==> src/rtl/cnt_pkg.sv <==
package cnt_pkg;
  typedef enum logic [1:0] {
    ACT_HOLD  = 2'd0,
    ACT_COUNT = 2'd1,
    ACT_LOAD  = 2'd2
  } cnt_act_e;
endpackage

==> src/rtl/cnt_ctrl.sv <==
module cnt_ctrl
  import cnt_pkg::*;
(
  input  logic     load_n,
  input  logic     en_p,
  input  logic     en_t,
  output cnt_act_e act
);
  // load outranks counting; both enables are needed to count
  always_comb begin
    if (!load_n)            act = ACT_LOAD;
    else if (en_p && en_t)  act = ACT_COUNT;
    else                    act = ACT_HOLD;
  end
endmodule

==> src/rtl/cnt_reg.sv <==
module cnt_reg
  import cnt_pkg::*;
#(
  parameter int WIDTH = 4
) (
  input  logic             clk,
  input  logic             clr_n,
  input  cnt_act_e         act,
  input  logic [WIDTH-1:0] d,
  output logic [WIDTH-1:0] q
);
  function automatic logic [WIDTH-1:0] inc_wrap(input logic [WIDTH-1:0] v);
    return v + {{(WIDTH-1){1'b0}}, 1'b1};
  endfunction

  always_ff @(posedge clk or negedge clr_n) begin
    if (!clr_n) begin
      q <= '0;
    end else begin
      case (act)
        ACT_LOAD:  q <= d;
        ACT_COUNT: q <= inc_wrap(q);
        default:   q <= q;
      endcase
    end
  end
endmodule

==> src/rtl/cnt_term.sv <==
module cnt_term #(
  parameter int WIDTH = 4
) (
  input  logic [WIDTH-1:0] q,
  input  logic             en_t,
  output logic             at_max,
  output logic             carry_out
);
  function automatic logic all_ones(input logic [WIDTH-1:0] v);
    return &v;
  endfunction

  assign at_max    = all_ones(q);
  assign carry_out = at_max & en_t;
endmodule

==> src/rtl/cascade_counter.sv <==
module cascade_counter
  import cnt_pkg::*;
#(
  parameter int WIDTH = 4
) (
  input  logic             clk,
  input  logic             clr_n,
  input  logic             load_n,
  input  logic [WIDTH-1:0] d,
  input  logic             en_p,
  input  logic             en_t,
  output logic [WIDTH-1:0] q,
  output logic             carry_out
);
  localparam logic [WIDTH-1:0] ONE  = {{(WIDTH-1){1'b0}}, 1'b1};
  localparam logic [WIDTH-1:0] FULL = {WIDTH{1'b1}};

  cnt_act_e act;
  logic     at_max;
  logic     step_evt;
  logic     hold_evt;

  cnt_ctrl u_ctrl (
    .load_n (load_n),
    .en_p   (en_p),
    .en_t   (en_t),
    .act    (act)
  );

  cnt_reg #(.WIDTH(WIDTH)) u_reg (
    .clk   (clk),
    .clr_n (clr_n),
    .act   (act),
    .d     (d),
    .q     (q)
  );

  cnt_term #(.WIDTH(WIDTH)) u_term (
    .q         (q),
    .en_t      (en_t),
    .at_max    (at_max),
    .carry_out (carry_out)
  );

  assign step_evt = load_n && en_p && en_t;
  assign hold_evt = load_n && !(en_p && en_t);

  AST_CLEAR_ZERO: assert property (@(posedge clk) !clr_n |-> q == '0);
  AST_LOAD_DATA: assert property (@(posedge clk) disable iff (!clr_n)
    !load_n |=> q == $past(d));
  AST_COUNT_STEP: assert property (@(posedge clk) disable iff (!clr_n)
    step_evt |=> q == WIDTH'($past(q) + ONE));
  AST_HOLD_STILL: assert property (@(posedge clk) disable iff (!clr_n)
    hold_evt |=> $stable(q));
  AST_WRAP_ZERO: assert property (@(posedge clk) disable iff (!clr_n)
    (step_evt && q == FULL) |=> q == '0);
  AST_CARRY_GATED: assert property (@(posedge clk) disable iff (!clr_n)
    carry_out |-> (en_t && q == FULL));
  AST_CARRY_PRESENT: assert property (@(posedge clk) disable iff (!clr_n)
    (en_t && at_max) |-> carry_out);
endmodule

==> config.mk <==
export PLATFORM = sky130hd
export DESIGN_NAME = cascade_counter
export DESIGN_NICKNAME = d
export VERILOG_FILES = /design/src/rtl/cnt_pkg.sv /design/src/rtl/cnt_ctrl.sv /design/src/rtl/cnt_reg.sv /design/src/rtl/cnt_term.sv /design/src/rtl/cascade_counter.sv
export SDC_FILE = /design/constraint.sdc
export NUM_CORES = 1
export LEC_CHECK = 0
export ABC_CLOCK_PERIOD_IN_PS = 2200
export BUFFER_PORTS_ARGS = -buffer_cell sky130_fd_sc_hd__buf_2
export CAP_MARGIN = 20
export CORE_AREA = 2 2 39 41
export DETAILED_ROUTE_END_ITERATION = 6
export DIE_AREA = 0 0 41 43
export PLACE_DENSITY = 0.4
export SYNTH_ARGS = -nofsm -noshare
export SYNTH_HDL_FRONTEND = slang
export SYNTH_SLANG_ARGS = --single-unit
==> constraint.sdc <==
create_clock -name clk -period 2.2 [get_ports clk]
set_input_delay 0.66 -clock clk [delete_from_list [all_inputs] [get_ports clk]]
set_output_delay 0.66 -clock clk [all_outputs]
set_load 0.1 [all_outputs]
==> results of run 1 <==
worst reg2reg max path, stage by stage, from the launching register on:
cell	delay, ps
dfrtp_2	420
ha_1	220
nand3_1	80
xor2_1	150
a21oi_1	80
layer usage:
| metal | up-vias | part of all wire (%) | track usage, % |
|---|---|---|---|
| met4 | 0 | 1.5 | 4.00 |
| met5 | - | 0 | 0 |
| met2 | 16 | 31 | 8.13 |
| met3 | 2 | 19 | 9.42 |
| met1 | 91 | 48 | 10.7 |
| li1 | 112 | - | - |
placed cells by master, fill, tap and decap left out:
cell type	instances
a31oi_1	1
xor2_1	2
dfrtp_2	4
o21ai_0	1
mux2i_1	1
a21oi_1	3
nor2_1	4
nand2_2	1
buf_2	12
nand3_1	2
buf_12	1
clkbuf_4	3
ha_1	1
and4_2	1
or3_1	1
stage by stage:
stage               worst slack (ps)  power, W  hold slack, ps
detailed placement               343  0.000215             475
floorplan                       57.3  0.000187             364
CTS                              286  0.000314             218
finish                           296  0.000308             220
global route                     235  0.000333             212
global placement                 349  0.000216             477
logic make-up after synthesis:
group / count (synthesis)
muxes: 1
xor gates and xnor gates: 2
AOI/OAI and AO/OA: 5
adders and majority gates: 1
DFF: 4
and+or+nand+nor: 9
buffers and inverters: 1
cells in the mapped netlist:
library cell,instances
dfrtp_1,4
nor2_1,4
a21oi_1,3
nand3_1,2
xor2_1,2
a31oi_1,1
and4_2,1
clkbuf_1,1
ha_1,1
mux2i_1,1
nand2_2,1
o21ai_0,1
or3_1,1
where the power goes:
group | switching [W] | total [W] | leakage, nW | internal, W
registers | 0.00000891 | 0.0000932 | 0.0413 | 0.0000843
logic | 0.0000936 | 0.000121 | 0.0996 | 0.0000271
clock network | 0.0000330 | 0.0000943 | 0.0138 | 0.0000612
layout make-up:
type                    instances  area [um2]
multi-input cells              18         114
repair buffers                 13        80.1
clock buffers                   3        22.5
well taps                      16        20.0
fillers                       150        1040
flip-flops and latches          4         105
worst paths after layout:
kind                             from          to  depth (start not counted)
min reg2reg                u_reg.q[3]  u_reg.q[3]                          2
max reg2reg                u_reg.q[0]  u_reg.q[2]                          4
max                        u_reg.q[0]   carry_out                          3
max in group asynchronous       clr_n  u_reg.q[1]                          1
min in group clk           u_reg.q[3]  u_reg.q[3]                          2
min                             clr_n  u_reg.q[2]                          1
==> results.yml, run 1 <==
run_status:
  status: "complete, no violations"
critical_path:
  start_kind: "register"
  crit_chain: "ha_1 -> and4_2 -> buf_12"
  r2r_slack_ps: 1130
  cp_num_buf_inv: 1
  cp_slowest_cell: "dfrtp_2"
  max_stage_delay_ps: 420
  path_max_fanout: 4
  endpoint_kind: "primary output"
  arrival_ps: 1240
  crit_family: "flip-flops"
  worstPathRequired_ps: 1540
  crit_type: "register to primary output"
detailed_routing:
  routed_wl_um: 538
  first_pass_iters: 4
  detail_route.vias_per_cell: 4.09
  wl_per_cell_um: 9.96
  vias: 221
  drc: 0
  drt_iter0_drc: 7
  postRouteAntennaNets: 0
flow_run:
  cap_viol_max_count: 0
power_and_ir_drop:
  ir_worst_vdd_v: 0.000401
  p_leak_nw: 0.155
  pwr_density_cell_nw_per_um2: 903
floorplanning:
  fp.dieW_um: 41
  start_util_pct: 15.7
  core.rowCount: 14
  dieArea_um2: 1760
  die_y_um: 43
  ios: 14
  core_um2: 1380
grt:
  track_usage_pct: 8.35
  grt_max_degree: 9
  antenna_found_initial: 0
  overflow: 0
  grt_pass1_vias: 194
  grt_first_pass_wirelength_um: 855
cells_and_area:
  largest_reg_flops: 4
  finalNonFillerCells: 54
  largestRegisters: "u_reg.q (4)"
  syn2layout_area_growth_pct: 56.9
  drive_above_1_share_pct: 57.9
  layout.nets: 50
  post-route-cell-area_um2: 342
  fin_util_pct: 24.7
  diodes: 0
  top_register: "u_reg.q"
hold_path:
  hp-class: "input port to asynchronous set/reset pin"
timing:
  tightest_slew_ps: 488
  fmax_mhz: 525
  setup_viol: 0
  drv_slew: 0
  grt_setup_unrepaired: "false"
  fin_crit_sh_pct: 86.5
  fin_skew_ps: 1.26
  finalHoldViolCount: 0
  tns_ps: 0
  relSlewSlack_pct: 67.7
  layout_min_cycle_time_ps: 1900
logic_synthesis:
  synthXorXnorAreaFrac_pct: 8.05
  synth_top_cell_area_share_pct: 46.0
  syn_inst: 23
  yosys.area_share.simple_pct: 21.8
  ys_types: 13
  synth_area_leaders: "dfrtp_1 46%, xor2_1 8.0%, a21oi_1 6.9%"
  yosys.area_share.adder_pct: 5.75
  synth_top_area_cell: "dfrtp_1"
  syn_area_um2: 218
  seq_area_frac_synth_pct: 46.0
  synth_top_family_by_area: "simple AND/OR/NAND/NOR gates"
  yosys_warnings: 0
  synth_seq_cells: 4
  muxShareOfSynthArea_pct: 4.60
  syn_nets: 33
  post_synth.cell_area_avg_um2: 9.47
  synth-compound-area-share_pct: 12.1
clock_tree:
  cts_root_buf: "clkbuf_4"
  ctsHoldBuffers: 0
  post-cts-setup-buffer-count: 0
  cts_buffers: 3
  clock_latency_ps: 240
  tritoncts: "yes"
  clkSlewWorstSetupHoldPaths_ps: 40
  cts.repair.resized: 0
  clkSinkCount: 4
  cts_buffer_depth: 2
  htreeDepth: 1
placed_design:
  dp_cells: 51
  dpl.hpwl_um: 409
  portBuffers: 13
  place_area_um2: 319
  gp_congestion: 0.581
(Power assumes the default switching activity.)
==> inputs of run 2 (changes only) <==
--- a/config.mk
+++ b/config.mk
@@ -5,13 +5,13 @@
 export SDC_FILE = /design/constraint.sdc
 export NUM_CORES = 1
 export LEC_CHECK = 0
-export ABC_CLOCK_PERIOD_IN_PS = 2200
+export ABC_CLOCK_PERIOD_IN_PS = 1700
 export BUFFER_PORTS_ARGS = -buffer_cell sky130_fd_sc_hd__buf_2
 export CAP_MARGIN = 20
 export CORE_AREA = 2 2 39 41
 export DETAILED_ROUTE_END_ITERATION = 6
 export DIE_AREA = 0 0 41 43
-export PLACE_DENSITY = 0.4
+export PLACE_DENSITY = 0.41
 export SYNTH_ARGS = -nofsm -noshare
 export SYNTH_HDL_FRONTEND = slang
 export SYNTH_SLANG_ARGS = --single-unit
==> constraint.sdc (replaced) <==
create_clock -name clk -period 1.7 [get_ports clk]
set_input_delay 0.51 -clock clk [delete_from_list [all_inputs] [get_ports clk]]
set_output_delay 0.51 -clock clk [all_outputs]
set_load 0.1 [all_outputs]
==> results.yml, run 2 (synthesis gave the netlist of run 1 again) <==
timing:
  fmax_mhz: 587
  finalHoldViolCount: 0
  tightest_slew_ps: 486
  setup_viol: 1
  drv_slew: 0
  fin_crit_sh_pct: 100
  grt_setup_unrepaired: "true"
  layout_setup_ws_ps: -3.93
  hold_ws_ps: 72.4
  layout_min_cycle_time_ps: 1700
  relSlewSlack_pct: 67.8
  fin_skew_ps: 5.55
  tns_ps: -3.93
grt:
  overflow: 0
  track_usage_pct: 8.54
  antenna_found_initial: 0
  grt_max_degree: 9
  grt_pass1_vias: 217
  grt_first_pass_wirelength_um: 924
cells_and_area:
  syn2layout_area_growth_pct: 70.1
  largest_reg_flops: 4
  diodes: 0
  drive_above_1_share_pct: 61.5
  layout.nets: 51
  nFillCells: 169
  layout_common_cells: "12 x buf_2, 4 x nor2_1, 3 x a21oi_1, 3 x clkbuf_4, 3 x dfrtp_4"
  largestRegisters: "u_reg.q (4)"
  finalNonFillerCells: 55
  top_register: "u_reg.q"
  fin_util_pct: 26.8
  final_common_cell: "buf_2"
power_and_ir_drop:
  ir_worst_vdd_v: 0.000534
  pwr_density_cell_nw_per_um2: 1100
  total_power_w: 0.000408
  p_leak_nw: 0.161
floorplanning:
  ios: 14
  fp.dieW_um: 41
  start_util_pct: 15.7
  core.rowCount: 14
  dieArea_um2: 1760
  die_y_um: 43
  core_um2: 1380
detailed_routing:
  detail_route.vias_per_cell: 3.95
  routed_wl_um: 522
  drc: 0
  postRouteAntennaNets: 0
  drt_iter0_drc: 0
  vias: 217
  first_pass_iters: 1
  wl_per_cell_um: 9.49
critical_path:
  worstPathRequired_ps: 1190
  start_kind: "register"
  crit_type: "register to primary output"
  endpoint_kind: "primary output"
  r2r.worst_path.cells: 4
  path_max_fanout: 4
  arrival_ps: 1190
run_status:
  status: "finished with violations"
  violations: "setup timing"
clock_tree:
  cts.repair.resized: 0
  cts_buffer_depth: 2
  ctsHoldBuffers: 0
  cts_buffers: 3
  clkSlewWorstSetupHoldPaths_ps: 40
  htreeDepth: 1
  tritoncts: "yes"
  cts_root_buf: "clkbuf_4"
  clkSinkCount: 4
  clock_latency_ps: 230
hold_path:
  hp-class: "input port to asynchronous set/reset pin"
placed_design:
  gp_congestion: 0.661
  portBuffers: 13
  dp_cells: 51
flow_run:
  cap_viol_max_count: 0
==> run 2: worst paths after layout <==
kind | slack [ps] | from | endpoint
worst max-delay path | -4 | u_reg.q[0] | carry_out
worst min-delay path | 70 | clr_n | u_reg.q[2]
worst max register to register | 540 | u_reg.q[1] | u_reg.q[3]
worst min register to register | 590 | u_reg.q[3] | u_reg.q[3]
max in group asynchronous | 1490 | clr_n | u_reg.q[0]
min in group clk | 520 | d[2] | u_reg.q[2]
==> run 2: routing by layer <==
layer,GRT usage [%],wire length [um]
met2,10.6,218
met4,2.00,0
met1,9.68,221
met3,9.42,82
met5,0,0
==> run 2: critical path, stage by stage (launching register included) <==
cell and delay (ps):
dfrtp_4 490, ha_4 170, and4_4 140, buf_12 160
==> run 2: where the power goes <==
group          switching, W  internal (W)
Clock             0.0000370     0.0000788
Sequential        0.0000145      0.000113
Combinational      0.000122     0.0000420
==> run 2: metrics by stage <==
stage          area (um2)  worst slack (ps)
3_5_place_dp          340               165
3_3_place_gp          340               172
2_1_floorplan         244             -11.6
5_1_grt               370             -52.1
6_report              370             -3.93
4_1_cts               370             -16.3
==> run 2: layout make-up <==
| cell class | count | area (um2) | area share [%] |
|---|---|---|---|
| Sequential cell | 4 | 113 | 30.4 |
| Multi-Input combinational cell | 18 | 128 | 34.5 |
| Timing Repair Buffer | 14 | 87.6 | 23.6 |
| Tap cell | 16 | 20.0 | 5.41 |
| Clock buffer | 3 | 22.5 | 6.08 |
==> run 2: timing repair <==
action,4_1_cts,5_1_grt
endpoints found under the setup margin,1,1
pin swaps,0,0
buffers inserted,1,0
cloned,0,0
==> inputs of run 3 (changes only) <==
--- a/config.mk
+++ b/config.mk
@@ -8,10 +8,13 @@
 export ABC_CLOCK_PERIOD_IN_PS = 1700
 export BUFFER_PORTS_ARGS = -buffer_cell sky130_fd_sc_hd__buf_2
 export CAP_MARGIN = 20
+export CELL_PAD_IN_SITES_DETAIL_PLACEMENT = 1
+export CELL_PAD_IN_SITES_GLOBAL_PLACEMENT = 1
 export CORE_AREA = 2 2 39 41
 export DETAILED_ROUTE_END_ITERATION = 6
 export DIE_AREA = 0 0 41 43
-export PLACE_DENSITY = 0.41
+export PLACE_DENSITY = 0.53
 export SYNTH_ARGS = -nofsm -noshare
 export SYNTH_HDL_FRONTEND = slang
 export SYNTH_SLANG_ARGS = --single-unit
+export TNS_END_PERCENT = 100
==> results.yml, run 3 (synthesis gave the netlist of run 1 again) <==
run_status:
  status: "finished with violations"
  violations: "setup timing"
critical_path:
  timing.rr.end: "u_reg.q[3]"
  crit_family: "flip-flops"
  arrival_ps: 1210
  crit_chain: "ha_4 -> and4_4 -> buf_12"
  r2r_slack_ps: 510
  r2r.worst_path.cells: 4
  crit_type: "register to primary output"
  crit_end: "carry_out"
  max_stage_delay_ps: 500
  r2r-start: "u_reg.q[1]"
  path_max_fanout: 4
  crit_cells: 3
  endpoint_kind: "primary output"
  start_kind: "register"
  critPathLaunch: "u_reg.q[0]"
  cp_slowest_cell: "dfrtp_4"
  worstPathRequired_ps: 1190
  cp_num_buf_inv: 1
power_and_ir_drop:
  ir_worst_vdd_v: 0.000242
  power_frac_comb_pct: 40.1
  p_sw_share_pct: 43.1
  p_int_w: 0.000235
  p_leak_nw: 0.161
  pwr_density_cell_nw_per_um2: 1110
  switching_power_w: 0.000178
  p_clk_share_pct: 29.0
  power_frac_seq_pct: 30.9
clock_tree:
  cts_root_buf: "clkbuf_4"
  cts_buffer_depth: 2
  post-cts-setup-buffer-count: 0
  clkSinkCount: 4
  ctsHoldBuffers: 0
  tritoncts: "yes"
  cts.repair.resized: 0
  clkSlewWorstSetupHoldPaths_ps: 40
  htreeDepth: 1
  cts_buffers: 3
  clock_latency_ps: 240
floorplanning:
  start_util_pct: 15.7
  fp.dieW_um: 41
  die_y_um: 43
  dieArea_um2: 1760
  core_um2: 1380
  core.rowCount: 14
  ios: 14
timing:
  finalHoldViolCount: 0
  fin_crit_sh_pct: 101
  fmax_mhz: 580
  drv_slew: 0
  tightest_slew_ps: 487
  layout_setup_ws_ps: -24.2
  relSlewSlack_pct: 67.8
  setup_viol: 1
  layout_min_cycle_time_ps: 1720
  grt_setup_unrepaired: "true"
  fin_skew_ps: 1.65
hold_path:
  hp-class: "input port to asynchronous set/reset pin"
grt:
  met3_usage_pct: 3.14
  busiest_layer: "met2"
  track_usage_pct: 9.37
  grt_first_pass_wirelength_um: 986
  grt_pass1_vias: 240
  met2_usage_pct: 12.8
  grtUsageMet1_pct: 10.1
  antenna_found_initial: 0
  grt_max_degree: 9
  overflow: 0
cells_and_area:
  syn2layout_area_growth_pct: 70.1
  finalNonFillerCells: 55
  layout_common_cells: "12 x buf_2, 4 x nor2_1, 3 x a21oi_1, 3 x clkbuf_4, 3 x dfrtp_4"
  layout.nets: 51
  final_common_cell: "buf_2"
  largest_reg_flops: 4
  post-route-cell-area_um2: 370
  drive_above_1_share_pct: 61.5
  diodes: 0
  top_register: "u_reg.q"
  largestRegisters: "u_reg.q (4)"
placed_design:
  place_area_um2: 340
  gp_congestion: 0.655
  dp_cells: 51
  portBuffers: 13
detailed_routing:
  routed_wl_um: 591
  vias: 234
  detail_route.vias_per_cell: 4.25
  postRouteAntennaNets: 0
  first_pass_iters: 1
  wl_per_cell_um: 10.7
  drt_iter0_drc: 0
  drc: 0
flow_run:
  cap_viol_max_count: 0
run 3: cell counts in the layout (fill, tap and decap cells not counted):
No cell type changed its count.
run 3: layout make-up:
type / instances / area [um2]
clock buffer: 3 / 22.5
fill: 174 / 1010
multi-input combinational: 18 / 128
sequential: 4 / 113
tap: 16 / 20.0
timing repair buffer: 14 / 87.6
run 3: power groups by stage:
stage	Clock (W)	Sequential (W)	Combinational, W
2_1_floorplan	0	0.000212	0.0000419
3_3_place_gp	0	0.000129	0.000160
3_5_place_dp	0	0.000130	0.000162
4_1_cts	0.000123	0.000129	0.000163
5_1_grt	0.000125	0.000131	0.000179
6_report	0.000120	0.000127	0.000166
run 3: worst min path at each step:
| stage | to | slack (ps) | start | cells past startpoint |
|---|---|---|---|---|
| final | u_reg.q[2] | 70 | clr_n | 1 |
| after global routing | u_reg.q[0] | 80 | clr_n | 1 |
| after CTS | u_reg.q[0] | 70 | clr_n | 1 |
| after detailed placement | u_reg.q[2] | 330 | clr_n | 1 |
| after global placement | u_reg.q[2] | 320 | clr_n | 1 |
| after floorplan | u_reg.q[3] | 210 | clr_n | 0 |
run 3: metrics by stage:
step	setup slack [ps]	utilization [%]	TNS (ps)	hold WS (ps)	power (W)
detailed placement	143	24.6	0	326	0.000292
floorplan	-11.6	-	-11.6	214	0.000254
global route	-46.5	26.8	-46.5	82.4	0.000434
global placement	172	24.6	0	322	0.000289
CTS	-35.1	26.2	-35.1	74.1	0.000415
finish	-24.2	26.8	-24.2	70.8	0.000412
run 3: layer usage:
| layer | vias to the layer above | share of wire (%) |
|---|---|---|
| met2 | 12 | 47 |
| li1 | 115 | - |
| met5 | - | 0 |
| met1 | 103 | 35 |
| met3 | 4 | 13 |
| met4 | 0 | 3.9 |
